File: src/rtl/port_irq_pkg.sv
package port_irq_pkg;
  localparam int DATA_W    = 32;
  localparam int RAW_LSB   = 16;
  localparam int STEER_LSB = 30;
  localparam int STEER_W   = 2;
  localparam int CMPL_BIT  = 0;

  typedef enum logic [2:0] {
    RG_STATUS = 3'd0,
    RG_EN_SET = 3'd1,
    RG_EN_CLR = 3'd2,
    RG_CFG    = 3'd3,
    RG_DONE   = 3'd4,
    RG_GSTAT  = 3'd5,
    RG_GEN    = 3'd6,
    RG_NONE   = 3'd7
  } reg_code_e;
endpackage

File: src/rtl/irq_rst_sync.sv
module irq_rst_sync (
  input  logic clk,
  input  logic rst_n,
  output logic rst_sync_n
);
  logic [1:0] stage_q;

  always_ff @(posedge clk or negedge rst_n) begin
    if (!rst_n) stage_q <= 2'b00;
    else        stage_q <= {stage_q[0], 1'b1};
  end

  assign rst_sync_n = stage_q[1];
endmodule

File: src/rtl/irq_port_slice.sv
module irq_port_slice
  import port_irq_pkg::*;
#(
  parameter int NUM_SRC = 12
) (
  input  logic               clk,
  input  logic               rst_n,
  input  logic [NUM_SRC-1:0] evt,
  input  logic               wr_stat,
  input  logic               wr_set,
  input  logic               wr_clr,
  input  logic               wr_cfg,
  input  logic               rd_done,
  input  logic [NUM_SRC-1:0] wd_src,
  input  logic [STEER_W-1:0] wd_steer,
  input  logic               wd_mode,
  output logic [NUM_SRC-1:0] raw_o,
  output logic [NUM_SRC-1:0] en_o,
  output logic [STEER_W-1:0] steer_o,
  output logic               mode_o,
  output logic               irq_o
);
  logic [NUM_SRC-1:0] raw_q, raw_d, en_q, en_d, clr_mask;
  logic [STEER_W-1:0] steer_q, steer_d;
  logic               mode_q, mode_d;
  logic               raw_ce, en_ce, mode_ce;

  // Next state: clears applied first, then new events, so an event wins.
  always_comb begin
    clr_mask = wr_stat ? wd_src : '0;
    if (rd_done && !mode_q) clr_mask[CMPL_BIT] = 1'b1;
    raw_d  = (raw_q & ~clr_mask) | evt;
    raw_ce = wr_stat | rd_done | (|evt);

    en_d    = en_q;
    steer_d = steer_q;
    if (wr_set) begin
      en_d    = en_q | wd_src;
      steer_d = steer_q | wd_steer;
    end else if (wr_clr) begin
      en_d    = en_q & ~wd_src;
      steer_d = steer_q & ~wd_steer;
    end
    en_ce = wr_set | wr_clr;

    mode_d  = wd_mode;
    mode_ce = wr_cfg;
  end

  always_ff @(posedge clk or negedge rst_n) begin
    if (!rst_n) begin
      raw_q   <= '0;
      en_q    <= '0;
      steer_q <= '0;
      mode_q  <= 1'b0;
    end else begin
      if (raw_ce)  raw_q <= raw_d;
      if (en_ce) begin
        en_q    <= en_d;
        steer_q <= steer_d;
      end
      if (mode_ce) mode_q <= mode_d;
    end
  end

  assign raw_o   = raw_q;
  assign en_o    = en_q;
  assign steer_o = steer_q;
  assign mode_o  = mode_q;
  assign irq_o   = |(raw_q & en_q);
endmodule

File: src/rtl/irq_global_summary.sv
module irq_global_summary #(
  parameter int NPORTS = 4
) (
  input  logic              clk,
  input  logic              rst_n,
  input  logic              wr_gen,
  input  logic [NPORTS-1:0] wd_gen,
  input  logic [NPORTS-1:0] port_irq,
  output logic [NPORTS-1:0] gen_o,
  output logic              irq_o
);
  logic [NPORTS-1:0] gen_q, gen_d;
  logic              gen_ce;

  always_comb begin
    gen_d  = wd_gen;
    gen_ce = wr_gen;
  end

  always_ff @(posedge clk or negedge rst_n) begin
    if (!rst_n)      gen_q <= '0;
    else if (gen_ce) gen_q <= gen_d;
  end

  assign gen_o = gen_q;
  assign irq_o = |(port_irq & gen_q);
endmodule

File: src/rtl/port_irq_hub.sv
module port_irq_hub
  import port_irq_pkg::*;
#(
  parameter int NPORTS  = 4,
  parameter int NUM_SRC = 12,
  localparam int PSEL_W = (NPORTS > 1) ? $clog2(NPORTS) : 1
) (
  input  logic                        clk,
  input  logic                        rst_n,
  input  logic [NPORTS*NUM_SRC-1:0]   evt_i,
  input  logic                        wr_en,
  input  logic                        rd_en,
  input  logic [PSEL_W-1:0]           port_sel,
  input  logic [2:0]                  reg_sel,
  input  logic [DATA_W-1:0]           wdata,
  output logic [DATA_W-1:0]           rdata,
  output logic [NPORTS*STEER_W-1:0]   steer_o,
  output logic [NPORTS-1:0]           port_irq_o,
  output logic                        irq_o
);
  logic                       rst_s_n;
  reg_code_e                  code;
  logic                       port_ok;
  logic [NPORTS*NUM_SRC-1:0]  raw_flat, en_flat;
  logic [NPORTS-1:0]          mode_flat, gen;
  logic [NUM_SRC-1:0]         raw_sel, en_sel;
  logic [STEER_W-1:0]         steer_sel;
  logic                       mode_sel;
  logic                       unused_wdata;

  assign code         = reg_code_e'(reg_sel);
  assign port_ok      = (int'(port_sel) < NPORTS);
  assign unused_wdata = ^wdata;

  irq_rst_sync u_rst (.clk(clk), .rst_n(rst_n), .rst_sync_n(rst_s_n));

  for (genvar p = 0; p < NPORTS; p++) begin : g_port
    logic hit;
    assign hit = (port_sel == PSEL_W'(p));

    irq_port_slice #(.NUM_SRC(NUM_SRC)) u_slice (
      .clk      (clk),
      .rst_n    (rst_s_n),
      .evt      (evt_i[p*NUM_SRC +: NUM_SRC]),
      .wr_stat  (wr_en && hit && code == RG_STATUS),
      .wr_set   (wr_en && hit && code == RG_EN_SET),
      .wr_clr   (wr_en && hit && code == RG_EN_CLR),
      .wr_cfg   (wr_en && hit && code == RG_CFG),
      .rd_done  (rd_en && hit && code == RG_DONE),
      .wd_src   (wdata[NUM_SRC-1:0]),
      .wd_steer (wdata[STEER_LSB +: STEER_W]),
      .wd_mode  (wdata[0]),
      .raw_o    (raw_flat[p*NUM_SRC +: NUM_SRC]),
      .en_o     (en_flat[p*NUM_SRC +: NUM_SRC]),
      .steer_o  (steer_o[p*STEER_W +: STEER_W]),
      .mode_o   (mode_flat[p]),
      .irq_o    (port_irq_o[p])
    );
  end

  irq_global_summary #(.NPORTS(NPORTS)) u_sum (
    .clk      (clk),
    .rst_n    (rst_s_n),
    .wr_gen   (wr_en && code == RG_GEN),
    .wd_gen   (wdata[NPORTS-1:0]),
    .port_irq (port_irq_o),
    .gen_o    (gen),
    .irq_o    (irq_o)
  );

  // Read path: pick the addressed port's state, then format by register code.
  always_comb begin
    raw_sel   = '0;
    en_sel    = '0;
    steer_sel = '0;
    mode_sel  = 1'b0;
    if (port_ok) begin
      raw_sel   = raw_flat[int'(port_sel)*NUM_SRC +: NUM_SRC];
      en_sel    = en_flat[int'(port_sel)*NUM_SRC +: NUM_SRC];
      steer_sel = steer_o[int'(port_sel)*STEER_W +: STEER_W];
      mode_sel  = mode_flat[int'(port_sel)];
    end
    rdata = '0;
    unique case (code)
      RG_STATUS: begin
        rdata[NUM_SRC-1:0]         = raw_sel & en_sel;
        rdata[RAW_LSB +: NUM_SRC]  = raw_sel;
      end
      RG_EN_SET, RG_EN_CLR: begin
        rdata[NUM_SRC-1:0]         = en_sel;
        rdata[STEER_LSB +: STEER_W] = steer_sel;
      end
      RG_CFG:   rdata[0]            = mode_sel;
      RG_DONE:  rdata[0]            = raw_sel[CMPL_BIT];
      RG_GSTAT: rdata[NPORTS-1:0]   = port_irq_o;
      RG_GEN:   rdata[NPORTS-1:0]   = gen;
      default:  rdata               = '0;
    endcase
  end
endmodule

File: config.mk
export PLATFORM = sky130hd
export DESIGN_NAME = port_irq_hub
export DESIGN_NICKNAME = d
export VERILOG_FILES = /design/src/rtl/port_irq_pkg.sv /design/src/rtl/irq_rst_sync.sv /design/src/rtl/irq_port_slice.sv /design/src/rtl/irq_global_summary.sv /design/src/rtl/port_irq_hub.sv
export SDC_FILE = /design/constraint.sdc
export NUM_CORES = 1
export LEC_CHECK = 0
export ABC_AREA = 1
export BUFFER_PORTS_ARGS = -buffer_cell sky130_fd_sc_hd__clkbuf_2
export CORE_ASPECT_RATIO = 2
export CORE_MARGIN = 2
export CORE_UTILIZATION = 55
export CTS_CLUSTER_SIZE = 24
export DETAILED_ROUTE_END_ITERATION = 7
export PLACE_DENSITY = 0.78
export SKIP_LAST_GASP = 1
export SLEW_MARGIN = 25
export SYNTH_ARGS = -nofsm -noshare
export SYNTH_HDL_FRONTEND = slang
export SYNTH_SLANG_ARGS = --single-unit
export TNS_END_PERCENT = 20
File: constraint.sdc
create_clock -name clk -period 4.3 [get_ports clk]
set_input_delay 1.29 -clock clk [delete_from_list [all_inputs] [get_ports clk]]
set_output_delay 1.29 -clock clk [all_outputs]
set_load 0.05 [all_outputs]
# Word level (Yosys, flattened, before mapping)
# Cells that the tools add are included.
# W data, S select, Z words.
# word_totals
inputBits	89
out_inout_bits	45
ff_bits	114
# classes
reduce_logical	57
mul	1
mux	31
bitwise_logic	48
magnitude_cmp	1
eq_ne	9
shift	3
# op_table
cell	count
$and A12 B12 Y12	13
$mux W12	13
$or A12 B12 Y12	8
$reduce_or A12 Y1	8
$not A12 Y12	5
$shiftx A48 B32 Y12	1
$shiftx A48 B7 Y12	1
$logic_and A1 B1 Y1	33
$mux W2	9
$pmux W8 S2	1
$or A1 B1 Y1	12
$pmux W3 S4	1
$eq A3 B3 Y1 const B	3
$and A2 B2 Y2	4
$or A2 B2 Y2	4
$reduce_and A2 Y1	4
$reduce_bool A2 Y1	4
$shiftx A8 B4 Y2	1
$eq A3 B2 Y1 const B	2
$pmux W1 S6	1
$mux W1	5
$and A4 B4 Y4	1
$eq A2 B2 Y1 const B	2
$logic_not A1 Y1	4
10 further kinds	10

# Longest topological paths before layout
# depth
word_depth	8
depth_mapped	9
mapped_depth_nobuf	9

# Modules after synthesis
# A second synthesis with hierarchy kept.
# hier_totals
hier_cells	760
area_unflattened_um2	6012.0
# modules_own_cells
mod	n_inst	seq_area_each_um2	cells_per_inst	area_per_inst_um2
irq_port_slice	4	675.6	110	1114.8
port_irq_hub	1	0.0	292	1315.0
irq_global_summary	1	100.1	25	183.9
irq_rst_sync	1	50.0	3	53.8

# Worst setup path after synthesis
# No wires, ideal clock.
# synth_path
kind	in2out
start	in port_sel[0]
end	out rdata[20]
n_path_buf	2
required_ps	3010
stages	5
path_slack_ps	229
arrival_ps	2781
path_cell_list	buf_4 -> nor2_1 -> buf_2 -> a22oi_1 -> a21oi_1
# synth_via
elab_chain_cells	3
# synth_lines
item	line	text
start, declared	port_irq_hub.sv:13	input logic [PSEL_W-1:0] port_sel,
$mul A2 B2 Y4	port_irq_hub.sv:78	raw_sel = raw_flat[int'(port_sel)*NUM_SRC +: NUM_SRC];
$shiftx A48 B32 Y12	port_irq_hub.sv:78	
$mux W12	port_irq_hub.sv:84	unique case (code)
end, declared	port_irq_hub.sv:16	output logic [DATA_W-1:0] rdata,
# No other way between the ends.

# Worst setup path in the final report
# layout_path
start	in port_sel[0]
end	out rdata[27]
# The elaborated chain is that of the path after synthesis.

==> summary.json <==
{
  "finalClockSkew_ns": 0.00604,
  "dr_total_vias": 6135,
  "die_w_um": 78.0,
  "clk_pin_slew_worst_paths_ns": 0.06,
  "area_growth_pct": 25.9,
  "timing.fmax_ghz": 0.247,
  "chipHeight_um": 152,
  "hold_slack_ns": 0.355,
  "overall_power_after_layout_uw": 2850,
  "most-common-layout-cells": "361 x sky130_fd_sc_hd__nand2_1, 113 x sky130_fd_sc_hd__dfrtp_1, 90 x sky130_fd_sc_hd__clkbuf_2",
  "timing.max_cap.violations": 0,
  "start_util": 0.557,
  "final_max_slew_viol_count": 0,
  "drt-pass1-iter-count": 6,
  "io_buffer_count": 109,
  "finalWeightedCongestion": 0.919,
  "num_antenna_cells": 0,
  "synth_top_area_share": 0.474,
  "grt_pass1_vias": 5925,
  "post_drt_via_cell_ratio": 5.67,
  "total_leakage_power_uw": 0.00369,
  "dieArea_sq_um": 11900,
  "worstPathMaxFanout": 23,
  "avgSynthCellArea_sq_um": 7.41,
  "yosys.area.top_type": "sky130_fd_sc_hd__dfrtp_1",
  "drc": 0,
  "rows": 54,
  "cts_tree": "yes",
  "cts_setup_buffers": 0,
  "place_hpwl_mm": 12.8,
  "hold_viol": 0,
  "post_detailed_placement_cell_area_sq_um": 7000,
  "critPathKind": "in2out",
  "inserted_clock_buffers": 17,
  "count_of_mapped_cells_out_of_synthesis": 813,
  "crit_path_end_kind": "output pin",
  "synth_seq_cells": 114,
  "worst_slack_ns": 0.245,
  "hold_start": "u_rst.stage_q[0]",
  "hold_path_depth": 0,
  "cts.sinks": 114,
  "multiInputGateArea_sq_um": 2700,
  "irDropWorstVdd_mv": 0.366,
  "most_common_cell_after_layout_fill_and_taps_aside": "sky130_fd_sc_hd__nand2_1",
  "resized_cells_post_cts": 0,
  "floorplan.core_area_sq_um": 10800,
  "wire_length_of_the_first_global_routing_pass_mm": 29.6,
  "worst_slew_pin_slew_ns": 0.892,
  "sum_of_negative_setup_slack_ns": 0,
  "cts-htree-levels": 4,
  "synth_cell_types": 30,
  "finalCriticalPeriod_ns": 4.06,
  "grt-ovfl-total": 0,
  "synth.top_cells.by_area": "sky130_fd_sc_hd__dfrtp_1 47%, sky130_fd_sc_hd__nand2_1 23%, sky130_fd_sc_hd__o21ai_0 5.5%",
  "power-per-cell-area_nw_per_um2": 376,
  "grt_setup_unrepaired": "false",
  "placement.setup.worst_slack_ns": 0.328,
  "crit_path_start_kind": "input pin",
  "timing.final.crit_share": 0.943,
  "fin_area_sq_um": 7580,
  "synth_seq_area_share": 0.474,
  "cts.path.max_buffers": 2,
  "area.sequential_sq_um": 2860,
  "antenna_found_initial": 0,
  "layout-drive-gt1-share": 0.189,
  "outcome": "finished, final reports clean",
  "num-nets-final": 1018,
  "detail_route.iter0.violations": 739,
  "worst_setup_path_startpoint": "port_sel[0]",
  "clock_insertion_delay_worst_skew_ns": 0.41,
  "r2r-start": "u_rst.stage_q[1]",
  "grt_usage": 0.327,
  "setup_viol": 0,
  "worst_slew_margin_rel": 0.405,
  "num-fill-cells": 912,
  "top_level_ports": 134,
  "synth-warning-count": 0,
  "hold-path-endpoint": "u_rst.stage_q[1]",
  "wl_per_instance_um": 17.5,
  "worst-r2r-cell-count": 1,
  "min-delay-path-class": "reg2reg",
  "cts_root_buf": "sky130_fd_sc_hd__clkbuf_16",
  "cp_data_arrival_time_ns": 2.77,
  "synth.cell_area_sq_um": 6020,
  "final_antenna_net_count": 0,
  "finalWirelength_mm": 18.9,
  "cp_data_required_time_ns": 3.01,
  "grt_max_degree": 70,
  "ctsHoldBuffers": 0,
  "reg2reg_setup_slack_ns": 2.72
}
[per-layer routing]
metal	global-route usage	vias up	part of all wire
met5	0	-	0
met4	0.183	0	0.061
met3	0.0653	106	0.079
met2	0.584	355	0.52
met1	0.352	2842	0.33
li1	-	2832	-
[synth_stat cells, drive strengths merged]
cell / n
a21boi: 3
a21oi: 15
a22oi: 33
a31oi: 4
buf: 25
clkbuf: 7
conb: 2
dfrtp: 114
inv: 74
nand2: 369
nand3: 19
nand4: 4
nor2: 25
nor3: 6
nor4: 1
o21ai: 108
o21bai: 4
[cell type report]
cell class / instances / area share
sequential: 114 / 0.377
multi-input combinational: 598 / 0.356
timing repair buffer: 124 / 0.129
clock buffer: 17 / 0.0561
inverter: 74 / 0.0370
tap: 140 / 0.0231
clock inverter: 15 / 0.0213
[critical path, cell delays in order]
cell and delay, ns:
sky130_fd_sc_hd__clkbuf_2 0.23, sky130_fd_sc_hd__nor2_1 0.16, sky130_fd_sc_hd__buf_4 0.36, sky130_fd_sc_hd__a22oi_1 0.20
sky130_fd_sc_hd__a21oi_1 0.34, sky130_fd_sc_hd__buf_12 0.18
[metrics by stage]
| step | util | instances |
|---|---|---|
| final | 0.701 | 1082 |
| after global routing | 0.701 | 1082 |
| after CTS | 0.701 | 1082 |
| after global placement | 0.647 | 1050 |
| after floorplan | - | 818 |
| after detailed placement | 0.647 | 1050 |
[power breakdown]
group | internal [uW] | leakage [uW] | switching, uW
combinational | 105 | 0.00209 | 228
sequential | 1100 | 0.00132 | 36.6
clock | 856 | 0.000276 | 525
[cell families after synthesis]
| group | synth area share |
|---|---|
| and+or+nand+nor | 0.288 |
| AOI/OAI and AO/OA | 0.156 |
| buffers and inverters | 0.0806 |
| DFF | 0.474 |
| other | 0.00125 |
[worst max-delay path by stage]
stage	endpoint
2_1_floorplan	rdata[20]
3_3_place_gp	rdata[26]
3_5_place_dp	rdata[2]
4_1_cts	rdata[2]
5_1_grt	rdata[3]
6_report	rdata[27]
(Power assumes the default switching activity.)
